===== src/rtl/gfx_framer_pkg.sv =====
package gfx_framer_pkg;

    localparam int WORD_W  = 32;
    localparam int OP_W    = 8;
    localparam int ENV_N   = 8;
    localparam int ENV_AW  = $clog2(ENV_N);
    localparam int LEN_W   = 5;

    localparam logic [WORD_W-1:0] TERM_MASK  = 32'hF000_F000;
    localparam logic [WORD_W-1:0] TERM_MATCH = 32'h5000_5000;

    typedef enum logic [2:0] {
        K_PLAIN,
        K_FLAT_LINE,
        K_SHADE_LINE,
        K_XFER,
        K_ENV
    } pkt_kind_e;

    typedef struct packed {
        pkt_kind_e        kind;
        logic [LEN_W-1:0] len;
    } op_info_t;

    // Extra words that follow the first word of a fixed-length packet.
    function automatic logic [3:0] extra_words(input logic [OP_W-1:0] op);
        logic [3:0] n;
        case (op) inside
            8'h02:          n = 4'd2;
            [8'h20:8'h23]:  n = 4'd3;
            [8'h24:8'h27]:  n = 4'd6;
            [8'h28:8'h2B]:  n = 4'd4;
            [8'h2C:8'h2F]:  n = 4'd8;
            [8'h30:8'h33]:  n = 4'd5;
            [8'h34:8'h37]:  n = 4'd8;
            [8'h38:8'h3B]:  n = 4'd7;
            [8'h3C:8'h3F]:  n = 4'd11;
            [8'h40:8'h47]:  n = 4'd2;
            [8'h48:8'h57]:  n = 4'd3;
            [8'h58:8'h5F]:  n = 4'd4;
            [8'h60:8'h63]:  n = 4'd2;
            [8'h64:8'h67]:  n = 4'd3;
            [8'h68:8'h6B]:  n = 4'd1;
            [8'h70:8'h73]:  n = 4'd1;
            [8'h74:8'h77]:  n = 4'd2;
            [8'h78:8'h7B]:  n = 4'd1;
            [8'h7C:8'h7F]:  n = 4'd2;
            8'h80:          n = 4'd3;
            default:        n = 4'd0;
        endcase
        return n;
    endfunction

    function automatic pkt_kind_e classify(input logic [OP_W-1:0] op);
        pkt_kind_e k;
        if (op >= 8'hA0 && op <= 8'hDF)
            k = K_XFER;
        else if (op[7:3] == 5'b11100)
            k = K_ENV;
        else if (op[7:3] == 5'b01001)
            k = K_FLAT_LINE;
        else if (op[7:3] == 5'b01011)
            k = K_SHADE_LINE;
        else
            k = K_PLAIN;
        return k;
    endfunction

    function automatic logic is_term(input logic [WORD_W-1:0] w);
        return (w & TERM_MASK) == TERM_MATCH;
    endfunction

    function automatic logic [WORD_W-1:0] env_reset_val(input int i);
        return {8'(8'hE0 + i), 24'h000000};
    endfunction

endpackage


===== src/rtl/gfx_len_decode.sv =====
module gfx_len_decode
    import gfx_framer_pkg::*;
(
    input  logic [OP_W-1:0] op,
    output op_info_t        info
);
    always_comb begin
        info.kind = classify(op);
        unique case (info.kind)
            K_XFER:  info.len = LEN_W'(3);
            K_ENV:   info.len = LEN_W'(1);
            default: info.len = LEN_W'(extra_words(op)) + LEN_W'(1);
        endcase
    end
endmodule


===== src/rtl/gfx_word_buf.sv =====
module gfx_word_buf
    import gfx_framer_pkg::*;
#(
    parameter int DEPTH = 16,
    localparam int IDXW = $clog2(DEPTH)
) (
    input  logic              clk,
    input  logic              rst,
    input  logic              wr_en,
    input  logic [IDXW-1:0]   wr_idx,
    input  logic [WORD_W-1:0] wr_data,
    input  logic [IDXW-1:0]   rd_idx,
    output logic [WORD_W-1:0] rd_data
);
    logic [WORD_W-1:0] mem [DEPTH];

    for (genvar g = 0; g < DEPTH; g++) begin : g_slot
        always_ff @(posedge clk) begin
            if (rst)
                mem[g] <= '0;
            else if (wr_en && wr_idx == IDXW'(g))
                mem[g] <= wr_data;
        end
    end

    assign rd_data = mem[rd_idx];
endmodule


===== src/rtl/gfx_env_regs.sv =====
module gfx_env_regs
    import gfx_framer_pkg::*;
(
    input  logic              clk,
    input  logic              rst,
    input  logic              wr_en,
    input  logic [ENV_AW-1:0] wr_idx,
    input  logic [WORD_W-1:0] wr_data,
    input  logic [ENV_AW-1:0] rd_idx,
    output logic [WORD_W-1:0] rd_data
);
    logic [WORD_W-1:0] shadow [ENV_N];

    for (genvar g = 0; g < ENV_N; g++) begin : g_env
        always_ff @(posedge clk) begin
            if (rst)
                shadow[g] <= env_reset_val(g);
            else if (wr_en && wr_idx == ENV_AW'(g))
                shadow[g] <= wr_data;
        end
    end

    assign rd_data = shadow[rd_idx];
endmodule


===== src/rtl/gfx_cmd_framer.sv =====
module gfx_cmd_framer
    import gfx_framer_pkg::*;
#(
    parameter int DEPTH = 16,
    localparam int IDXW = $clog2(DEPTH),
    localparam int CNTW = $clog2(DEPTH + 1)
) (
    input  logic              clk,
    input  logic              rst,
    input  logic              in_valid,
    input  logic [WORD_W-1:0] in_data,
    output logic              in_ready,
    output logic              pkt_valid,
    output logic [OP_W-1:0]   pkt_opcode,
    output logic [CNTW-1:0]   pkt_words,
    input  logic [IDXW-1:0]   pkt_rd_idx,
    output logic [WORD_W-1:0] pkt_rd_data,
    output logic              xfer_start,
    output logic              xfer_read,
    output logic [WORD_W-1:0] xfer_pos,
    output logic [WORD_W-1:0] xfer_size,
    input  logic [ENV_AW-1:0] env_sel,
    output logic [WORD_W-1:0] env_data,
    output logic              ovf_err
);
    // Framing state: word index of the next word, latched opcode, discard mode.
    logic [CNTW-1:0]   cnt_q;
    logic [OP_W-1:0]   op_q;
    logic              drop_q;
    logic [WORD_W-1:0] xpos_q;

    logic              accept;
    logic              busy;
    logic [OP_W-1:0]   cur_op;
    op_info_t          info;
    logic              term;
    logic              done;
    logic              ovf_now;
    logic              buf_we;
    logic              env_we;
    logic              is_draw;

    assign in_ready = !rst;
    assign accept   = in_valid && in_ready;
    assign busy     = (cnt_q != '0);
    assign cur_op   = busy ? op_q : in_data[WORD_W-1 -: OP_W];
    assign term     = is_term(in_data);

    gfx_len_decode u_dec (
        .op   (cur_op),
        .info (info)
    );

    // End-of-packet detection per packet kind.
    always_comb begin
        unique case (info.kind)
            K_FLAT_LINE:  done = busy && (cnt_q >= CNTW'(3)) && term;
            K_SHADE_LINE: done = busy && (cnt_q >= CNTW'(4)) && !cnt_q[0] && term;
            K_ENV:        done = 1'b1;
            default:      done = ({1'b0, cnt_q} + (CNTW+1)'(1)) == (CNTW+1)'(info.len);
        endcase
    end

    assign is_draw = (info.kind == K_PLAIN) || (info.kind == K_FLAT_LINE) ||
                     (info.kind == K_SHADE_LINE);
    assign ovf_now = busy && !drop_q && (32'(cnt_q) >= DEPTH);
    assign buf_we  = accept && !drop_q && (32'(cnt_q) < DEPTH);
    assign env_we  = accept && !busy && (info.kind == K_ENV);

    gfx_word_buf #(.DEPTH(DEPTH)) u_buf (
        .clk     (clk),
        .rst     (rst),
        .wr_en   (buf_we),
        .wr_idx  (IDXW'(cnt_q)),
        .wr_data (in_data),
        .rd_idx  (pkt_rd_idx),
        .rd_data (pkt_rd_data)
    );

    gfx_env_regs u_env (
        .clk     (clk),
        .rst     (rst),
        .wr_en   (env_we),
        .wr_idx  (cur_op[ENV_AW-1:0]),
        .wr_data (in_data),
        .rd_idx  (env_sel),
        .rd_data (env_data)
    );

    always_ff @(posedge clk) begin
        if (rst) begin
            cnt_q      <= '0;
            op_q       <= '0;
            drop_q     <= 1'b0;
            xpos_q     <= '0;
            pkt_valid  <= 1'b0;
            pkt_opcode <= '0;
            pkt_words  <= '0;
            xfer_start <= 1'b0;
            xfer_read  <= 1'b0;
            xfer_pos   <= '0;
            xfer_size  <= '0;
            ovf_err    <= 1'b0;
        end else begin
            pkt_valid  <= 1'b0;
            xfer_start <= 1'b0;
            if (accept) begin
                if (!busy)
                    op_q <= in_data[WORD_W-1 -: OP_W];
                if (info.kind == K_XFER && cnt_q == CNTW'(1))
                    xpos_q <= in_data;
                if (ovf_now)
                    ovf_err <= 1'b1;
                if (done) begin
                    cnt_q  <= '0;
                    drop_q <= 1'b0;
                    if (is_draw && !drop_q && !ovf_now) begin
                        pkt_valid  <= 1'b1;
                        pkt_opcode <= cur_op;
                        pkt_words  <= CNTW'(32'(cnt_q) + 1);
                    end
                    if (info.kind == K_XFER) begin
                        xfer_start <= 1'b1;
                        xfer_read  <= (cur_op[7:5] == 3'b110);
                        xfer_pos   <= xpos_q;
                        xfer_size  <= in_data;
                    end
                end else if (drop_q || ovf_now) begin
                    // Discard mode keeps only the index parity for the sentinel test.
                    drop_q <= 1'b1;
                    cnt_q  <= {cnt_q[CNTW-1:1], ~cnt_q[0]};
                end else begin
                    cnt_q <= cnt_q + CNTW'(1);
                end
            end
        end
    end
endmodule


===== config.mk =====
export PLATFORM = sky130hd
export DESIGN_NAME = gfx_cmd_framer
export DESIGN_NICKNAME = d
export VERILOG_FILES = /design/src/rtl/gfx_framer_pkg.sv /design/src/rtl/gfx_len_decode.sv /design/src/rtl/gfx_word_buf.sv /design/src/rtl/gfx_env_regs.sv /design/src/rtl/gfx_cmd_framer.sv
export SDC_FILE = /design/constraint.sdc
export NUM_CORES = 1
export LEC_CHECK = 0
export BUFFER_PORTS_ARGS = -buffer_cell sky130_fd_sc_hd__clkbuf_2
export CELL_PAD_IN_SITES_DETAIL_PLACEMENT = 1
export CELL_PAD_IN_SITES_GLOBAL_PLACEMENT = 2
export CORE_ASPECT_RATIO = 1.25
export CORE_UTILIZATION = 48
export DETAILED_ROUTE_END_ITERATION = 7
export GPL_ROUTABILITY_DRIVEN = 0
export PLACE_DENSITY_LB_ADDON = 0.3
export SETUP_SLACK_MARGIN = 0.05
export SLEW_MARGIN = 20
export SYNTH_ARGS = -nofsm -noshare
export SYNTH_HDL_FRONTEND = slang
export SYNTH_SLANG_ARGS = --single-unit

===== constraint.sdc =====
create_clock -name clk -period 14.85 [get_ports clk]
set_input_delay 1.485 -clock clk [delete_from_list [all_inputs] [get_ports clk]]
set_output_delay 1.485 -clock clk [all_outputs]
set_load 0.005 [all_outputs]

After elaboration in Yosys (flattened, before gate mapping)
Memory sizes are Yosys's and may differ from the RTL's.
Index checks and enable logic that the tools add are counted.
- input port bits: 42
- memories: 2
- flip-flop bits (word level): 127
- RAM bits: 768
- logic and storage cells: 335
- memories (name ; depth ; bits a word ; read ports ; clocked after memory_dff ; write ports ; RTL line ; text):
    u_buf.mem ; 16 ; 32 ; 1 ; 0 ; 16 ; gfx_word_buf.sv:15 ; logic [WORD_W-1:0] mem [DEPTH];
    u_env.shadow ; 8 ; 32 ; 1 ; 0 ; 8 ; gfx_env_regs.sv:12 ; logic [WORD_W-1:0] shadow [ENV_N];
- magnitude comparators: 42
- reductions and logical operators: 79
- add/subtract/negate cells: 4
- muxes and demuxes: 132
- eq/ne operators: 36
- bitwise operators: 27
- operators by type and width (cell ; count):
    32-bit two-way mux ; 24
    8-bit by 7-bit >= comparator with 1-bit output (second input constant) ; 10
    8-bit by 7-bit <= comparator with 1-bit output (second input constant) ; 10
    4-bit two-way mux ; 20
    1-bit two-way mux ; 78
    8-bit by 6-bit >= comparator with 1-bit output (second input constant) ; 8
    8-bit by 6-bit <= comparator with 1-bit output (second input constant) ; 8
    1-bit logical AND ; 58
    4-bit equality test (second input constant) ; 8
    1-bit bitwise OR ; 24
    3-bit equality test (second input constant) ; 6
    4-bit by 3-bit equality test with 1-bit output (second input constant) ; 4
    3-bit by 2-bit equality test with 1-bit output (second input constant) ; 4
    5-bit by 1-bit adder with 5-bit output (second input constant) ; 2
    5-bit by 4-bit equality test with 1-bit output (second input constant) ; 2
    5-bit two-way mux ; 2
    5-bit case mux with 2 select lines ; 1
    4-bit by 2-bit equality test with 1-bit output (second input constant) ; 2
    8-bit by 2-bit equality test with 1-bit output (second input constant) ; 1
    8-bit by 7-bit equality test with 1-bit output (second input constant) ; 1
    8-bit equality test (second input constant) ; 1
    8-bit >= comparator (second input constant) ; 1
    8-bit <= comparator (second input constant) ; 1
    8-bit two-way mux ; 1
    other kinds (26) ; 43

Depth between registers and ports, before layout
- word-level depth: 30
- gate-level depth with buffers: 21
- depth with buffers taken out: 17

Hierarchy
Synthesis repeated with hierarchy kept, for this count alone.
- cells, all modules: 2762
- area total of the unflattened synthesis: 39987.1 µm²
- modules (own cells, without submodules) (module ; area an instance (µm²) ; cells each ; seq. area each (µm²) ; times used):
    gfx_word_buf ; 22909.5 ; 1425 ; 15374.7 ; 1
    gfx_env_regs ; 11586.1 ; 727 ; 7687.4 ; 1
    gfx_cmd_framer ; 5128.7 ; 553 ; 2542.4 ; 1
    gfx_len_decode ; 362.8 ; 57 ; 0.0 ; 1

Least setup slack after synthesis
OpenSTA, ideal clock, no wires.
- path type: in2reg
- start: input in_data[30]
- end: memory u_env.shadow[1][0] (enable)
- setup time: 466 ps
- path buffers: 1
- stages: 5
- setup slack: 9728 ps
- arrival: 4656 ps
- path through: clkbuf_1 > nand2_1 > nor3_1 > nand4_1 > o21ai_0
- RTL lines (element ; RTL line ; text):
    start, declared ; gfx_cmd_framer.sv:11 ; input logic [WORD_W-1:0] in_data,
    end, declared ; gfx_env_regs.sv:12 ;

Final worst setup path
- start: register cnt_q[0]
- end: register pkt_opcode[1]
- cells in the longest elaborated chain, start to end: 29
- ends and longest elaborated chain (element ; RTL line ; text):
    start, declared ; gfx_cmd_framer.sv:27 ; logic [CNTW-1:0] cnt_q;
    start signal, assigned ; gfx_cmd_framer.sv:131 ; cnt_q <= {cnt_q[CNTW-1:1], ~cnt_q[0]};
    start signal, assigned ; gfx_cmd_framer.sv:133 ; cnt_q <= cnt_q + CNTW'(1);
    5-bit nonzero test ; gfx_cmd_framer.sv:45 ; assign busy = (cnt_q != '0);
    8-bit two-way mux ; -- ;
    8-bit by 7-bit >= comparator with 1-bit output (implied by the code) (tied with other cells) ; gfx_len_decode.sv:12 ; default: info.len = LEN_W'(extra_words(op)) + LEN_W'(1);
    1-bit logical AND (implied by the code) / 2-bit two-way mux (equally long branches) ; gfx_len_decode.sv:12, gfx_framer_pkg.sv:28 ;
    4-bit two-way mux (19 in a row) ; gfx_framer_pkg.sv:28 ; case (op) inside
    4-bit two-way mux ; gfx_len_decode.sv:9 ; unique case (info.kind)
    4-bit by 1-bit adder with 5-bit output ; gfx_len_decode.sv:12 ;
    5-bit case mux with 2 select lines ; gfx_len_decode.sv:9 ;
    6-bit by 5-bit equality test with 1-bit output ; gfx_cmd_framer.sv:60 ; default: done = ({1'b0, cnt_q} + (CNTW+1)'(1)) == (CNTW+1)'(info.len);
    1-bit case mux with 3 select lines ; gfx_cmd_framer.sv:56 ; unique case (info.kind)
    3-bit AND reduction (no line) ; -- ;
    end signal, assigned ; gfx_cmd_framer.sv:119 ; pkt_opcode <= cur_op;
    end, declared ; gfx_cmd_framer.sv:14 ; output logic [OP_W-1:0] pkt_opcode,
Several ways; a longest one is shown, not always the timed one. The select of a mux whose other input is x is not followed.
A chain may end at the register's enable or synchronous reset.

==> impl_metrics.csv <==
group,metric,value,unit
min_path,hold_path_depth,2,
synthesis,synth_top_cell_area_share,57.93,%
clock_tree,cts_root_buf,"clkbuf_16",
grt,grt_pass1_wl,174.1,mm
min_path,hold_start,"xpos_q[19]",
die,start_util,48.65,%
min_path,worstHoldEndpoint,"xpos_q[19]",
timing,fin_skew,0.01787,ns
critical_path,reg2reg_slack,8.66,ns
synthesis,yosys-top-cells-count,"edfxtp_1 (768), and3_1 (391), and2_1 (327), clkbuf_1 (273), mux4_2 (224)",
power_and_ir_drop,power_leakage,17.41,nW
critical_path,crit_path_end_kind,"flip-flop",
critical_path,crit_type,"flip-flop to flip-flop",
route,drc,0,
synthesis,synthesis.area,0.03981,mm^2
die,die_area,0.08410,mm^2
placed_design,hpwl,64.00,mm
grt,antenna_found_initial,5,
clock_tree,postCtsSetupBuffers,0,
grt,grt_pass1_vias,26820,
synthesis,ys_types,57,
critical_path,crit_arrival,6.74,ns
critical_path,r2r-start,"cnt_q[0]",
timing,setup_tns,0,ns
timing,final_max_slew_viol_count,0,
synthesis,synth_flop_cell,"edfxtp_1",
route,routed.top_layer,"met4",
clock_tree,cts_hold_buffers,0,
critical_path,start_kind,"flip-flop",
synthesis,synth_area_per_cell,14.44,um^2
layout,syn2layout_area_growth,12.00,%
layout,fillers,7790,
grt,grt_max_degree,133,
route,detail-route-antenna-nets,0,
synthesis,yosysSeqAreaShare,64.31,%
die,pin_count,188,
clock_tree,cts_tree,"built",
critical_path,crit_required,15.40,ns
synthesis,synth_most_common_cell,"edfxtp_1",
route,vias_per_cell,6.192,
timing,timing.slew.headroom,23.09,%
die,row_count,117,
critical_path,crit_slowest_cell,"or4b_1",
die,die_x,259.6,um
layout,nets,2892,
critical_path,cp_common_cell,"a21oi_1",
grt,gr-total-overflow,0,
placed_design,port_buffers,187,
timing,max_freq,0.1615,GHz
synthesis,synth_edf_count,768,
clock_tree,clock_tree.buffer_depth,3,
clock_tree,path_clk_slew,0.06,ns
power_and_ir_drop,ir_worst_vdd,302.8,uV
layout,post-route-util,54.49,%
route,firstDrtPassIters,5,
route,drtIter0Drc,2108,
clock_tree,clk_latency,0.66,ns
clock_tree,clock-sinks,895,
layout,drive_gt1_share,23.12,%
critical_path,reg2reg_to,"pkt_opcode[1]",
route,wl_per_cell,29.61,um
synthesis,synthTopCellsByArea,"edfxtp_1 (58%), mux4_2 (13%), dfxtp_1 (6.4%)",
synthesis,yosysWarningCount,0,
clock_tree,htreeDepth,3,
die,die_h,324.0,um
grt,track_usage,28.42,%
synthesis,async_flop_share,0,%
route,wirelength,118.2,mm
route,met3_wirelength,6.629,mm
critical_path,crit_fanout,83,
synthesis,synth_area_leader_cell,"edfxtp_1",
job,drv_cap,0,
critical_path,ff2ff_path_depth,17,
critical_path,critical_path.max_stage_delay,0.94,ns
timing,max_slew.worst_pin.slew,1.154,ns
run_status,status,"completed",
critical_path,path_cells,"inv_1 -> ha_2 -> or4b_1 -> mux2i_1 -> a21oi_1 -> nor2b_1 -> a211oi_1 -> o2111ai_1 -> ha_1 -> a21oi_1 -> o32ai_1 -> xnor2_1 -> nand4_1 -> o31ai_4 -> buf_4 -> a21oi_1 -> a311oi_1",
route,vias,24720,
clock_tree,numCtsBuffers,90,
route,wl_met1,45.94,mm
timing,setup_viol,0,
synthesis,ys_ff_latch,895,
power_and_ir_drop,power_density,136.2,mW/mm^2
timing,hold_viol_final,0,
timing,layout_min_cycle_time,6.191,ns
route,dr_wl_met2,62.26,mm
timing,rsz0062_at_grt,"no",
timing,min_period_over_period,41.69,%
min_path,hp-class,"flip-flop to flip-flop",
synthesis,synthCells,2758,
die,core-area,0.08183,mm^2
clock_tree,post_cts_resized,0,
-- cell families after synthesis --
family / Yosys count / share of synthesized area, %
other cells: 2 / 0.01886
xor+xnor: 9 / 0.1980
flops: 895 / 64.31
buf+inv: 320 / 3.102
simple gates: 991 / 14.64
mux: 262 / 13.73
compound gates: 274 / 3.841
fa+ha+maj: 5 / 0.1571
-- cell type report --
cell class	instances	area [um^2]	share of cell area [%]
well taps	1071	1340	3.005
clock inverters	50	365.4	0.8193
flip-flops and latches	895	25600	57.42
clock buffers	116	2462	5.522
inverters	8	30.03	0.06734
diodes	2	5.005	0.01122
repair buffers	245	1395	3.129
multi-input cells	1605	13390	30.02
-- layer usage --
metal / track usage, % / vias to the layer above
li1: - / 10560
met1: 34.76 / 13120
met2: 51.43 / 850
met3: 3.962 / 190
met4: 9.516 / 0
met5: 0 / -
-- per-stage QoR --
step / hold slack, ns / total power, mW / worst slack (ns) / cell area, um^2 / instances
final: 0.4615 / 6.075 / 8.659 / 44590 / 3992
after global routing: 0.4899 / 6.250 / 8.368 / 44590 / 3991
after CTS: 0.4677 / 6.114 / 8.700 / 44570 / 3990
after detailed placement: 0.4578 / 3.904 / 8.744 / 41740 / 3824
after global placement: 0.4444 / 3.872 / 8.827 / 41730 / 3824
after floorplan: 0.4362 / 3.550 / 9.728 / 40040 / 2820
-- cells in the final DEF (no fill, tap or decap), types with 9 or more instances in the layout --
cell       instances
edfxtp_1         768
and3_1           388
and2_1           326
mux4_2           224
clkbuf_2         183
dfxtp_1          127
a21oi_1           99
nand2_1           95
clkbuf_16         92
nand3_1           81
conb_1            64
buf_4             59
o21ai_0           56
o21ai_1           54
mux2_2            34
nor2_1            26
clkinv_2          23
clkinv_1          18
clkbuf_1          17
nor3_1            14
a31oi_1            9
a211oi_1           9
o21ai_4            9
-- critical path, delay by kind of cell, from the launching register on --
family	cells	cell delay, ns
AOI/OAI and AO/OA	8	1.59
xor gates and xnor gates	1	0.18
adders and majority gates	2	1.05
buffers and inverters	2	0.99
DFF	1	0.40
muxes	1	0.57
and+or+nand+nor	3	1.29
-- flip-flops by register name, summed over array words and instances (netlist names), 8 cells and up --
signal,cells
op_q,8
xfer_pos,32
xfer_size,32
u_env.shadow,256
u_buf.mem,512
xpos_q,32
pkt_opcode,8
-- power breakdown --
part	switching, mW	internal, mW
Combinational	0.679	0.251
Sequential	0.0609	2.86
Clock	0.981	1.24
Total	1.72	4.36
-- how the worst max path moves through the flow --
stage                              from                  to  slack (ns)  cells after the start
after floorplan             in_data[30]  u_env.shadow[1][0]        9.73                      5
after global placement    pkt_rd_idx[1]     pkt_rd_data[26]        8.83                      6
after detailed placement  pkt_rd_idx[1]      pkt_rd_data[0]        8.74                      6
after CTS                      cnt_q[0]       pkt_opcode[1]        8.70                     17
after global routing           cnt_q[0]        pkt_words[3]        8.37                     17
final                          cnt_q[0]       pkt_opcode[1]        8.66                     17
(Power assumes the default switching activity.)
